==> src/rtl/hdlc_rx_pkg.sv <==
package hdlc_rx_pkg;

  // Classification of one incoming bit against the current ones run.
  typedef enum logic [2:0] {
    EV_DATA,      // ordinary data bit (includes the sixth one)
    EV_STUFF,     // zero after five ones: deleted
    EV_FLAG,      // zero after six ones: flag complete
    EV_SEVENTH,   // seventh consecutive one: abort or end-of-poll
    EV_LONG_ONE,  // eighth or later one of a run
    EV_RUN_END    // zero closing a run of seven or more ones
  } bit_ev_e;

endpackage

==> src/rtl/hdlc_ones_tracker.sv <==
module hdlc_ones_tracker
  import hdlc_rx_pkg::*;
#(
  parameter int STUFF_RUN = 5
) (
  input  logic    clk,
  input  logic    rst_n,
  input  logic    take,
  input  logic    din,
  output bit_ev_e ev
);
  localparam int FLAG_RUN  = STUFF_RUN + 1;
  localparam int ABORT_RUN = STUFF_RUN + 2;
  localparam int CW        = $clog2(ABORT_RUN + 1);

  logic [CW-1:0] ones_q;

  always_comb begin
    if (din) begin
      if (ones_q == CW'(FLAG_RUN))        ev = EV_SEVENTH;
      else if (ones_q >= CW'(ABORT_RUN))  ev = EV_LONG_ONE;
      else                                ev = EV_DATA;
    end else begin
      if (ones_q == CW'(STUFF_RUN))       ev = EV_STUFF;
      else if (ones_q == CW'(FLAG_RUN))   ev = EV_FLAG;
      else if (ones_q >= CW'(ABORT_RUN))  ev = EV_RUN_END;
      else                                ev = EV_DATA;
    end
  end

  // Saturating run counter; any zero restarts it.
  always_ff @(posedge clk or negedge rst_n) begin
    if (!rst_n) begin
      ones_q <= '0;
    end else if (take) begin
      if (!din)                             ones_q <= '0;
      else if (ones_q < CW'(ABORT_RUN))     ones_q <= ones_q + CW'(1);
    end
  end

endmodule

==> src/rtl/hdlc_align_delay.sv <==
module hdlc_align_delay #(
  parameter int DEPTH = 7
) (
  input  logic clk,
  input  logic rst_n,
  input  logic push,
  input  logic flush,
  input  logic din,
  output logic emit,
  output logic dout
);
  localparam int FW = $clog2(DEPTH + 1);

  logic [DEPTH-1:0] line_q;
  logic [FW-1:0]    fill_q;

  // A bit leaves only when a new one pushes it out of a full line.
  assign emit = push && (fill_q == FW'(DEPTH));
  assign dout = line_q[DEPTH-1];

  always_ff @(posedge clk or negedge rst_n) begin
    if (!rst_n) begin
      line_q <= '0;
      fill_q <= '0;
    end else if (flush) begin
      fill_q <= '0;
    end else if (push) begin
      line_q <= {line_q[DEPTH-2:0], din};
      if (fill_q != FW'(DEPTH)) fill_q <= fill_q + FW'(1);
    end
  end

endmodule

==> src/rtl/hdlc_byte_asm.sv <==
module hdlc_byte_asm #(
  parameter int W         = 8,
  parameter bit LSB_FIRST = 1'b1
) (
  input  logic                 clk,
  input  logic                 rst_n,
  input  logic                 shift,
  input  logic                 clear,
  input  logic                 din,
  output logic                 done,
  output logic [W-1:0]         word,
  output logic [$clog2(W)-1:0] count
);
  localparam int CW = $clog2(W);

  logic [W-1:0]  sr_q;
  logic [W-1:0]  sr_next;
  logic [CW-1:0] cnt_q;

  generate
    if (LSB_FIRST) begin : g_lsb
      assign sr_next = {din, sr_q[W-1:1]};
    end else begin : g_msb
      assign sr_next = {sr_q[W-2:0], din};
    end
  endgenerate

  assign done  = shift && (cnt_q == CW'(W - 1));
  assign word  = sr_next;
  assign count = cnt_q;

  always_ff @(posedge clk or negedge rst_n) begin
    if (!rst_n) begin
      sr_q  <= '0;
      cnt_q <= '0;
    end else if (clear) begin
      cnt_q <= '0;
    end else if (shift) begin
      sr_q  <= sr_next;
      cnt_q <= done ? '0 : cnt_q + CW'(1);
    end
  end

endmodule

==> src/rtl/hdlc_rx_deframer.sv <==
module hdlc_rx_deframer
  import hdlc_rx_pkg::*;
#(
  parameter int BYTE_W    = 8,
  parameter int STUFF_RUN = 5,
  parameter bit LSB_FIRST = 1'b1
) (
  input  logic                      clk,
  input  logic                      rst_n,
  input  logic                      loop_mode,
  input  logic                      in_valid,
  output logic                      in_ready,
  input  logic                      in_bit,
  output logic                      dbit_valid,
  output logic                      dbit,
  output logic                      byte_valid,
  input  logic                      byte_ready,
  output logic [BYTE_W-1:0]         byte_data,
  output logic                      flag_seen,
  output logic                      abort_active,
  output logic                      eop_seen,
  output logic                      hunting,
  output logic                      residue_valid,
  output logic [$clog2(BYTE_W)-1:0] residue_bits
);
  localparam int DELAY = STUFF_RUN + 2;   // leading zero plus six ones of a flag
  localparam int RES_W = $clog2(BYTE_W);

  bit_ev_e           ev;
  logic              take, is_flag, is_seventh, push, flush;
  logic              emit, dline_bit;
  logic              asm_done;
  logic [BYTE_W-1:0] asm_word;
  logic [RES_W-1:0]  asm_cnt;

  logic              hunt_q, abort_q, flag_q, eop_q, dval_q, dbit_q;
  logic              bval_q, res_q;
  logic [BYTE_W-1:0] byte_q;
  logic [RES_W-1:0]  res_bits_q;

  assign in_ready   = !bval_q || byte_ready;
  assign take       = in_valid && in_ready;
  assign is_flag    = take && (ev == EV_FLAG);
  assign is_seventh = take && (ev == EV_SEVENTH);
  assign push       = take && !hunt_q && (ev == EV_DATA);
  assign flush      = is_flag || is_seventh;

  hdlc_ones_tracker #(.STUFF_RUN(STUFF_RUN)) u_ones (
    .clk   (clk),
    .rst_n (rst_n),
    .take  (take),
    .din   (in_bit),
    .ev    (ev)
  );

  hdlc_align_delay #(.DEPTH(DELAY)) u_align (
    .clk   (clk),
    .rst_n (rst_n),
    .push  (push),
    .flush (flush),
    .din   (in_bit),
    .emit  (emit),
    .dout  (dline_bit)
  );

  hdlc_byte_asm #(.W(BYTE_W), .LSB_FIRST(LSB_FIRST)) u_asm (
    .clk   (clk),
    .rst_n (rst_n),
    .shift (emit),
    .clear (flush),
    .din   (dline_bit),
    .done  (asm_done),
    .word  (asm_word),
    .count (asm_cnt)
  );

  always_ff @(posedge clk or negedge rst_n) begin
    if (!rst_n) begin
      hunt_q     <= 1'b1;
      abort_q    <= 1'b0;
      flag_q     <= 1'b0;
      eop_q      <= 1'b0;
      dval_q     <= 1'b0;
      dbit_q     <= 1'b0;
      bval_q     <= 1'b0;
      byte_q     <= '0;
      res_q      <= 1'b0;
      res_bits_q <= '0;
    end else begin
      flag_q <= is_flag;
      eop_q  <= is_seventh && loop_mode;
      dval_q <= emit;
      if (emit) dbit_q <= dline_bit;

      res_q <= is_flag && !hunt_q && (asm_cnt != '0);
      if (is_flag) res_bits_q <= asm_cnt;

      if (is_flag)         hunt_q <= 1'b0;
      else if (is_seventh) hunt_q <= 1'b1;

      if (is_seventh && !loop_mode) abort_q <= 1'b1;
      else if (take && !in_bit)     abort_q <= 1'b0;

      if (asm_done) begin
        bval_q <= 1'b1;
        byte_q <= asm_word;
      end else if (byte_ready) begin
        bval_q <= 1'b0;
      end
    end
  end

  assign dbit_valid    = dval_q;
  assign dbit          = dbit_q;
  assign byte_valid    = bval_q;
  assign byte_data     = byte_q;
  assign flag_seen     = flag_q;
  assign abort_active  = abort_q;
  assign eop_seen      = eop_q;
  assign hunting       = hunt_q;
  assign residue_valid = res_q;
  assign residue_bits  = res_bits_q;

endmodule

==> config.mk <==
export PLATFORM = sky130hd
export DESIGN_NAME = hdlc_rx_deframer
export DESIGN_NICKNAME = d
export VERILOG_FILES = /design/src/rtl/hdlc_rx_pkg.sv /design/src/rtl/hdlc_ones_tracker.sv /design/src/rtl/hdlc_align_delay.sv /design/src/rtl/hdlc_byte_asm.sv /design/src/rtl/hdlc_rx_deframer.sv
export SDC_FILE = /design/constraint.sdc
export NUM_CORES = 1
export LEC_CHECK = 0
export BUFFER_PORTS_ARGS = -buffer_cell sky130_fd_sc_hd__buf_2
export CAP_MARGIN = 15
export CORE_MARGIN = 2
export CORE_UTILIZATION = 30
export CTS_CLUSTER_DIAMETER = 200
export DETAILED_ROUTE_END_ITERATION = 10
export PLACE_DENSITY_LB_ADDON = 0.1
export SYNTH_ARGS = -nofsm -noshare
export SYNTH_HDL_FRONTEND = slang
export SYNTH_SLANG_ARGS = --single-unit
==> constraint.sdc <==
create_clock -name clk -period 2.9 [get_ports clk]
set_input_delay 0.145 -clock clk [delete_from_list [all_inputs] [get_ports clk]]
set_output_delay 0.145 -clock clk [all_outputs]
set_load 0.03 [all_outputs]
==> impl_metrics.ini, run 1 <==
[synthesis]
synthFlopType = sky130_fd_sc_hd__dfrtp_1
netlist_instances = 143
ys_types = 33
synth-warning-count = 0
postSynth.asyncResetShare = 1.00
synth_area_leaders = sky130_fd_sc_hd__dfrtp_1 (52%), sky130_fd_sc_hd__mux2_2 (11%), sky130_fd_sc_hd__ha_1 (5.7%), sky130_fd_sc_hd__mux2_4 (4.6%), sky130_fd_sc_hd__mux2i_1 (3.1%)
synth.largest_area_cell = sky130_fd_sc_hd__dfrtp_1
yosys.area.top_type_share = 0.522
avgSynthCellArea_um2 = 13.7
synth_sequential_area_ratio = 0.535
number_of_enable_flip_flop_cells_after_synthesis = 0
syn-cell-area_mm2 = 0.00197
synthesized_nets = 158
number_of_synthesized_register_bits = 42

[cts]
tritoncts = done
cts_inserted_buffers = 5
insertion_delay_ps = 290
clock_path_buffers = 2
clock-root-buffer = sky130_fd_sc_hd__clkbuf_8
clk_pin_slew_worst_paths_ps = 80
resized_after_cts = 0
count_of_hold_fix_buffers_inserted_at_cts = 0
cts_setup_buffers = 0
count_of_clock_tree_sinks = 42
htreeDepth = 2

[floorplanning]
dieHeight_um = 84.9
floorplan_die_area_mm2 = 0.00722
die-width_um = 84.9
fp.coreArea_mm2 = 0.00635
std_cell_rows = 29
boundaryPins = 26
floorplan.initialDensity = 0.310

[critical_path]
cp_capture_type = flip-flop
regToRegEndpoint = byte_data[2]$_DFFE_PN0P_
worst_path_dominant_cell_family = multiplexers
critical_path_startpoint_category = flip-flop
number_of_buffers_and_inverters_on_the_critical_path = 1
reg2reg_from = u_ones.ones_q[0]$_DFFE_PN0P_
max_stage_delay_ps = 550
worstPathMaxFanout = 8
worst_ep_required_time_ps = 3080
worstPathCellList = inv_1 > ha_1 > mux2_4 > and2_4 > a2111oi_4 > mux2_2
timing.reg2reg.setup_slack_ps = 540
reg2regPathDepth = 6
setup_cp_type = reg2reg
crit_slowest_cell = sky130_fd_sc_hd__a2111oi_4
arrival_ps = 2540

[timing]
setup_viol = 0
unrepaired_setup_endpoints_after_global_routing = no
finalCritPeriodShare = 0.813
max_clock_freq_mhz = 424
final.setup.tns_ps = 0
clock_skew_ps = 12.3
final_max_slew_viol_count = 0
hold_ws_ps = -17.1
min_cycle_time_layout_ps = 2360
timing.final.hold_violations = 21
slew-limit-headroom = 0.382
worst_slew_pin_slew_ps = 926

[hold_path]
hold_class = in2async

[cells_and_area]
diode_count = 0
share_of_post_route_cells_with_drive_strength_above_1 = 0.408
final_common_cell = sky130_fd_sc_hd__dfrtp_1
mostFrequentLayoutCells = sky130_fd_sc_hd__dfrtp_1 (41), sky130_fd_sc_hd__buf_2 (25), sky130_fd_sc_hd__mux2_2 (19)
final_area_mm2 = 0.00227
finish.cell_count_without_fillers = 251
nNetsFinal = 188
flow.area_growth_from_synthesis_pct = 15.7

[global_route]
grt_pass1_vias = 1261
grt.total_usage = 0.104
grt_first_pass_wirelength_um = 5950
grt-ovfl-total = 0
grt_max_degree = 43
antenna_violations_before_repair = 0

[power_and_ir_drop]
worst_ir_drop_vdd_uv = 351
p_per_area_mw_per_mm2 = 749
fin_total_pwr_mw = 1.70
total_leakage_power_nw = 1.14

[placed_design]
finalWeightedCongestion = 0.720
dpl_cell_area_mm2 = 0.00216
placed_cells_incl_taps = 243
dpl.hpwl_um = 2390
placement.io_buffers = 25

[drt]
dr.first_iter.drc_count = 47
via_per_inst = 4.65
detail_route.first_pass.iterations = 3
routed_wire_per_std_cell_um = 13.5
routed-via-count = 1167
route.final.wire_length_um = 3390
number_of_antenna_violating_nets_in_the_routed_design = 0
drcViolationCount = 0

[status]
status = finished, violations left
failed_checks = hold timing

[job]
max_cap_viol_count = 0
registers in the layout (all words and copies together) (netlist names), 3 cells and up:
signal,count
byte_data,8
residue_bits,3
u_align.fill_q,3
u_align.line_q,7
u_asm.count,3
u_asm.sr_q,7
u_ones.ones_q,3
metal layers:
layer  part of all wire  track usage  vias to the layer above
li1                   -            -                      553
met5                  0            0                        -
met4              0.021       0.0476                        0
met1               0.47        0.133                      585
met2               0.48        0.168                       22
met3              0.037       0.0233                        7
Yosys cell counts, types with 2 or more instances:
master,number
sky130_fd_sc_hd__dfrtp_1,41
sky130_fd_sc_hd__mux2_2,19
sky130_fd_sc_hd__inv_1,12
sky130_fd_sc_hd__nand2_1,12
sky130_fd_sc_hd__ha_1,9
sky130_fd_sc_hd__mux2_4,6
sky130_fd_sc_hd__mux2i_1,6
sky130_fd_sc_hd__o21ai_0,5
sky130_fd_sc_hd__nand2b_1,4
sky130_fd_sc_hd__buf_6,3
sky130_fd_sc_hd__a2111oi_4,2
sky130_fd_sc_hd__a22o_2,2
sky130_fd_sc_hd__nand3_1,2
final cells by class:
cell class                 instances  area (um2)
timing repair buffer              27         140
fill                             623        4080
clock inverter                     2        37.5
sequential                        42        1050
tap                               77        96.3
clock buffer                       6        72.6
inverter                          12        45.0
multi-input combinational         85         831
through the flow:
stage	util	worst slack [ps]
floorplan	-	631
global placement	0.341	569
global route	0.358	409
finish	0.358	543
CTS	0.358	480
detailed placement	0.341	499
cell families after synthesis:
| family | count (synthesis) | synth area share |
|---|---|---|
| flip-flops | 42 | 0.535 |
| multiplexers | 31 | 0.185 |
| AND/OR/NAND/NOR | 26 | 0.0687 |
| AO/OA/AOI/OAI | 19 | 0.111 |
| buffers and inverters | 16 | 0.0420 |
| adder cells (fa/ha/maj) | 9 | 0.0573 |
where the power goes:
group	switching (mW)	total (mW)	internal [mW]
logic	0.213	0.423	0.210
clock network	0.206	0.463	0.257
registers	0.0957	0.818	0.722
total	0.514	1.70	1.19
worst max-delay path by stage:
stage	startpoint	endpoint	slack, ps	cells after the start
6_report	u_ones.ones_q[0]$_DFFE_PN0P_	byte_data[2]$_DFFE_PN0P_	540	6
3_3_place_gp	u_ones.ones_q[0]$_DFFE_PN0P_	byte_data[0]$_DFFE_PN0P_	570	5
4_1_cts	u_ones.ones_q[0]$_DFFE_PN0P_	byte_data[0]$_DFFE_PN0P_	480	6
3_5_place_dp	u_ones.ones_q[0]$_DFFE_PN0P_	byte_data[0]$_DFFE_PN0P_	500	6
5_1_grt	u_ones.ones_q[0]$_DFFE_PN0P_	byte_data[7]$_DFFE_PN0P_	410	6
2_1_floorplan	u_ones.ones_q[0]$_DFFE_PN0P_	u_asm.sr_q[2]$_DFFE_PN0P_	630	8
Power figures use the tool's default switching activity.
==> run 2: changes to the inputs <==
==> constraint.sdc (replaced) <==
create_clock -name clk -period 2.4 [get_ports clk]
set_input_delay 0.12 -clock clk [delete_from_list [all_inputs] [get_ports clk]]
set_output_delay 0.12 -clock clk [all_outputs]
set_load 0.03 [all_outputs]
==> impl_metrics.ini, run 2 (same netlist as run 1, synthesis figures left out) <==
[power_and_ir_drop]
fin_total_pwr_mw = 2.06
worst_ir_drop_vdd_uv = 473
total_leakage_power_nw = 1.17
p_int_mw = 1.45
seq_power_share = 0.479
p_per_area_mw_per_mm2 = 890
combPwrFrac = 0.254
switching_share = 0.298
p_sw_mw = 0.615
pwr-share-clk = 0.267

[drt]
routed-via-count = 1194
routed_wire_per_std_cell_um = 13.5
route.final.wire_length_um = 3450
drcViolationCount = 0
dr.first_iter.drc_count = 81
number_of_antenna_violating_nets_in_the_routed_design = 0
via_per_inst = 4.66
detail_route.first_pass.iterations = 4

[cells_and_area]
diode_count = 0
final_common_cell = sky130_fd_sc_hd__dfrtp_1
area.sequential_mm2 = 0.00105
flow.area_growth_from_synthesis_pct = 17.9
final_area_mm2 = 0.00232
layout.filler_cells = 602
flip_flop_count_of_the_largest_register_all_copies_and_words_added = 8
nNetsFinal = 193
mostFrequentLayoutCells = sky130_fd_sc_hd__dfrtp_1 (41), sky130_fd_sc_hd__buf_2 (25), sky130_fd_sc_hd__mux2_2 (19)
multi_input_comb_area_um2 = 831
share_of_post_route_cells_with_drive_strength_above_1 = 0.408

[placed_design]
finalWeightedCongestion = 0.703
placement.io_buffers = 25
dpl.hpwl_um = 2450
dpl_cell_area_mm2 = 0.00219

[critical_path]
cp_capture_type = flip-flop
critical_path_startpoint_category = flip-flop
worstPathMaxFanout = 10
worst_ep_required_time_ps = 2580
arrival_ps = 2400
reg2regPathDepth = 6
setup_cp_type = reg2reg

[timing]
clock_skew_ps = 13.5
min_cycle_time_layout_ps = 2220
final.setup.tns_ps = 0
worst_slew_pin_slew_ps = 937
max_clock_freq_mhz = 450
timing.final.hold_violations = 0
hold_ws_ps = 159
unrepaired_setup_endpoints_after_global_routing = no
final_max_slew_viol_count = 0
finalCritPeriodShare = 0.925
setup_viol = 0
slew-limit-headroom = 0.375

[status]
status = finished clean

[cts]
tritoncts = done
cts_setup_buffers = 0
cts_inserted_buffers = 5
clk_pin_slew_worst_paths_ps = 80
count_of_clock_tree_sinks = 42
insertion_delay_ps = 300
clock_path_buffers = 2
htreeDepth = 2
clock-root-buffer = sky130_fd_sc_hd__clkbuf_8

[floorplanning]
floorplan.initialDensity = 0.310
fp.coreArea_mm2 = 0.00635
floorplan_die_area_mm2 = 0.00722
dieHeight_um = 84.9
die-width_um = 84.9
boundaryPins = 26
std_cell_rows = 29

[global_route]
antenna_violations_before_repair = 0
grt_max_degree = 43
grt.total_usage = 0.109
grt_pass1_vias = 1291
grt-ovfl-total = 0
grt_first_pass_wirelength_um = 6220

[hold_path]
hold_class = in2reg
worstHoldPathCells = 3

[job]
max_cap_viol_count = 0
[run 2: changes by cell type in the layout (fill, tap and decap cells not counted)]
| cell | previous run | this run |
|---|---|---|
| sky130_fd_sc_hd__buf_4 | 2 | 4 |
| sky130_fd_sc_hd__buf_6 | 0 | 1 |
| sky130_fd_sc_hd__clkbuf_1 | 1 | 2 |
| sky130_fd_sc_hd__clkinvlp_4 | 1 | 0 |
| sky130_fd_sc_hd__dlygate4sd3_1 | 0 | 2 |
[run 2: cell type report]
cell class | count | share of cell area
Clock buffer | 7 | 0.0329
Sequential cell | 42 | 0.454
Multi-Input combinational cell | 85 | 0.359
Inverter | 12 | 0.0194
Tap cell | 77 | 0.0416
Timing Repair Buffer | 32 | 0.0805
Clock inverter | 1 | 0.0130
[run 2: final timing paths]
kind                                          startpoint                            end  slack, ps
setup / recovery            u_ones.ones_q[0]$_DFFE_PN0P_               dbit$_DFFE_PN0P_        180
hold / removal                                    in_bit   u_ones.ones_q[1]$_DFFE_PN0P_        160
setup reg to reg            u_ones.ones_q[0]$_DFFE_PN0P_               dbit$_DFFE_PN0P_        180
hold reg to reg            u_align.line_q[3]$_DFFE_PN0P_  u_align.line_q[4]$_DFFE_PN0P_        500
max in group asynchronous                          rst_n  u_align.line_q[6]$_DFFE_PN0P_       1300
min in group asynchronous                          rst_n             eop_seen$_DFF_PN0_        490
[run 2: repair_timing]
action                                 4_1_cts  5_1_grt
endpoints found under the hold margin       11        0
setup endpoints to repair                    0        1
resized for setup                            0        1
hold buffers                                 2        0
[run 2: worst max-delay path: stages (launching register included)]
cell and delay (ps):
sky130_fd_sc_hd__dfrtp_1 460, sky130_fd_sc_hd__ha_1 230, sky130_fd_sc_hd__ha_1 170, sky130_fd_sc_hd__nand2b_1 290, sky130_fd_sc_hd__a2111oi_4 380, sky130_fd_sc_hd__buf_6 220, sky130_fd_sc_hd__mux2_2 350
[run 2: power groups by stage]
stage | logic [mW] | clock network, mW | registers (mW)
4_1_cts | 0.536 | 0.571 | 0.991
2_1_floorplan | 0.361 | 0 | 1.03
6_report | 0.523 | 0.551 | 0.988
3_5_place_dp | 0.534 | 0 | 1.00
3_3_place_gp | 0.516 | 0 | 0.994
5_1_grt | 0.599 | 0.605 | 1.02
[run 2: per-layer routing]
layer,vias to the layer above,share of wire,GRT usage
met5,-,0,0
met4,0,0.012,0.0346
met3,4,0.055,0.0447
met2,22,0.47,0.168
met1,603,0.46,0.140
li1,565,-,-
[run 2: metrics by stage]
stage / worst slack, ps / utilization / cells
floorplan: 131 / - / 143
global placement: 196 / 0.344 / 246
detailed placement: 142 / 0.344 / 246
CTS: 120 / 0.364 / 256
global route: 38.7 / 0.365 / 256
finish: 179 / 0.365 / 256
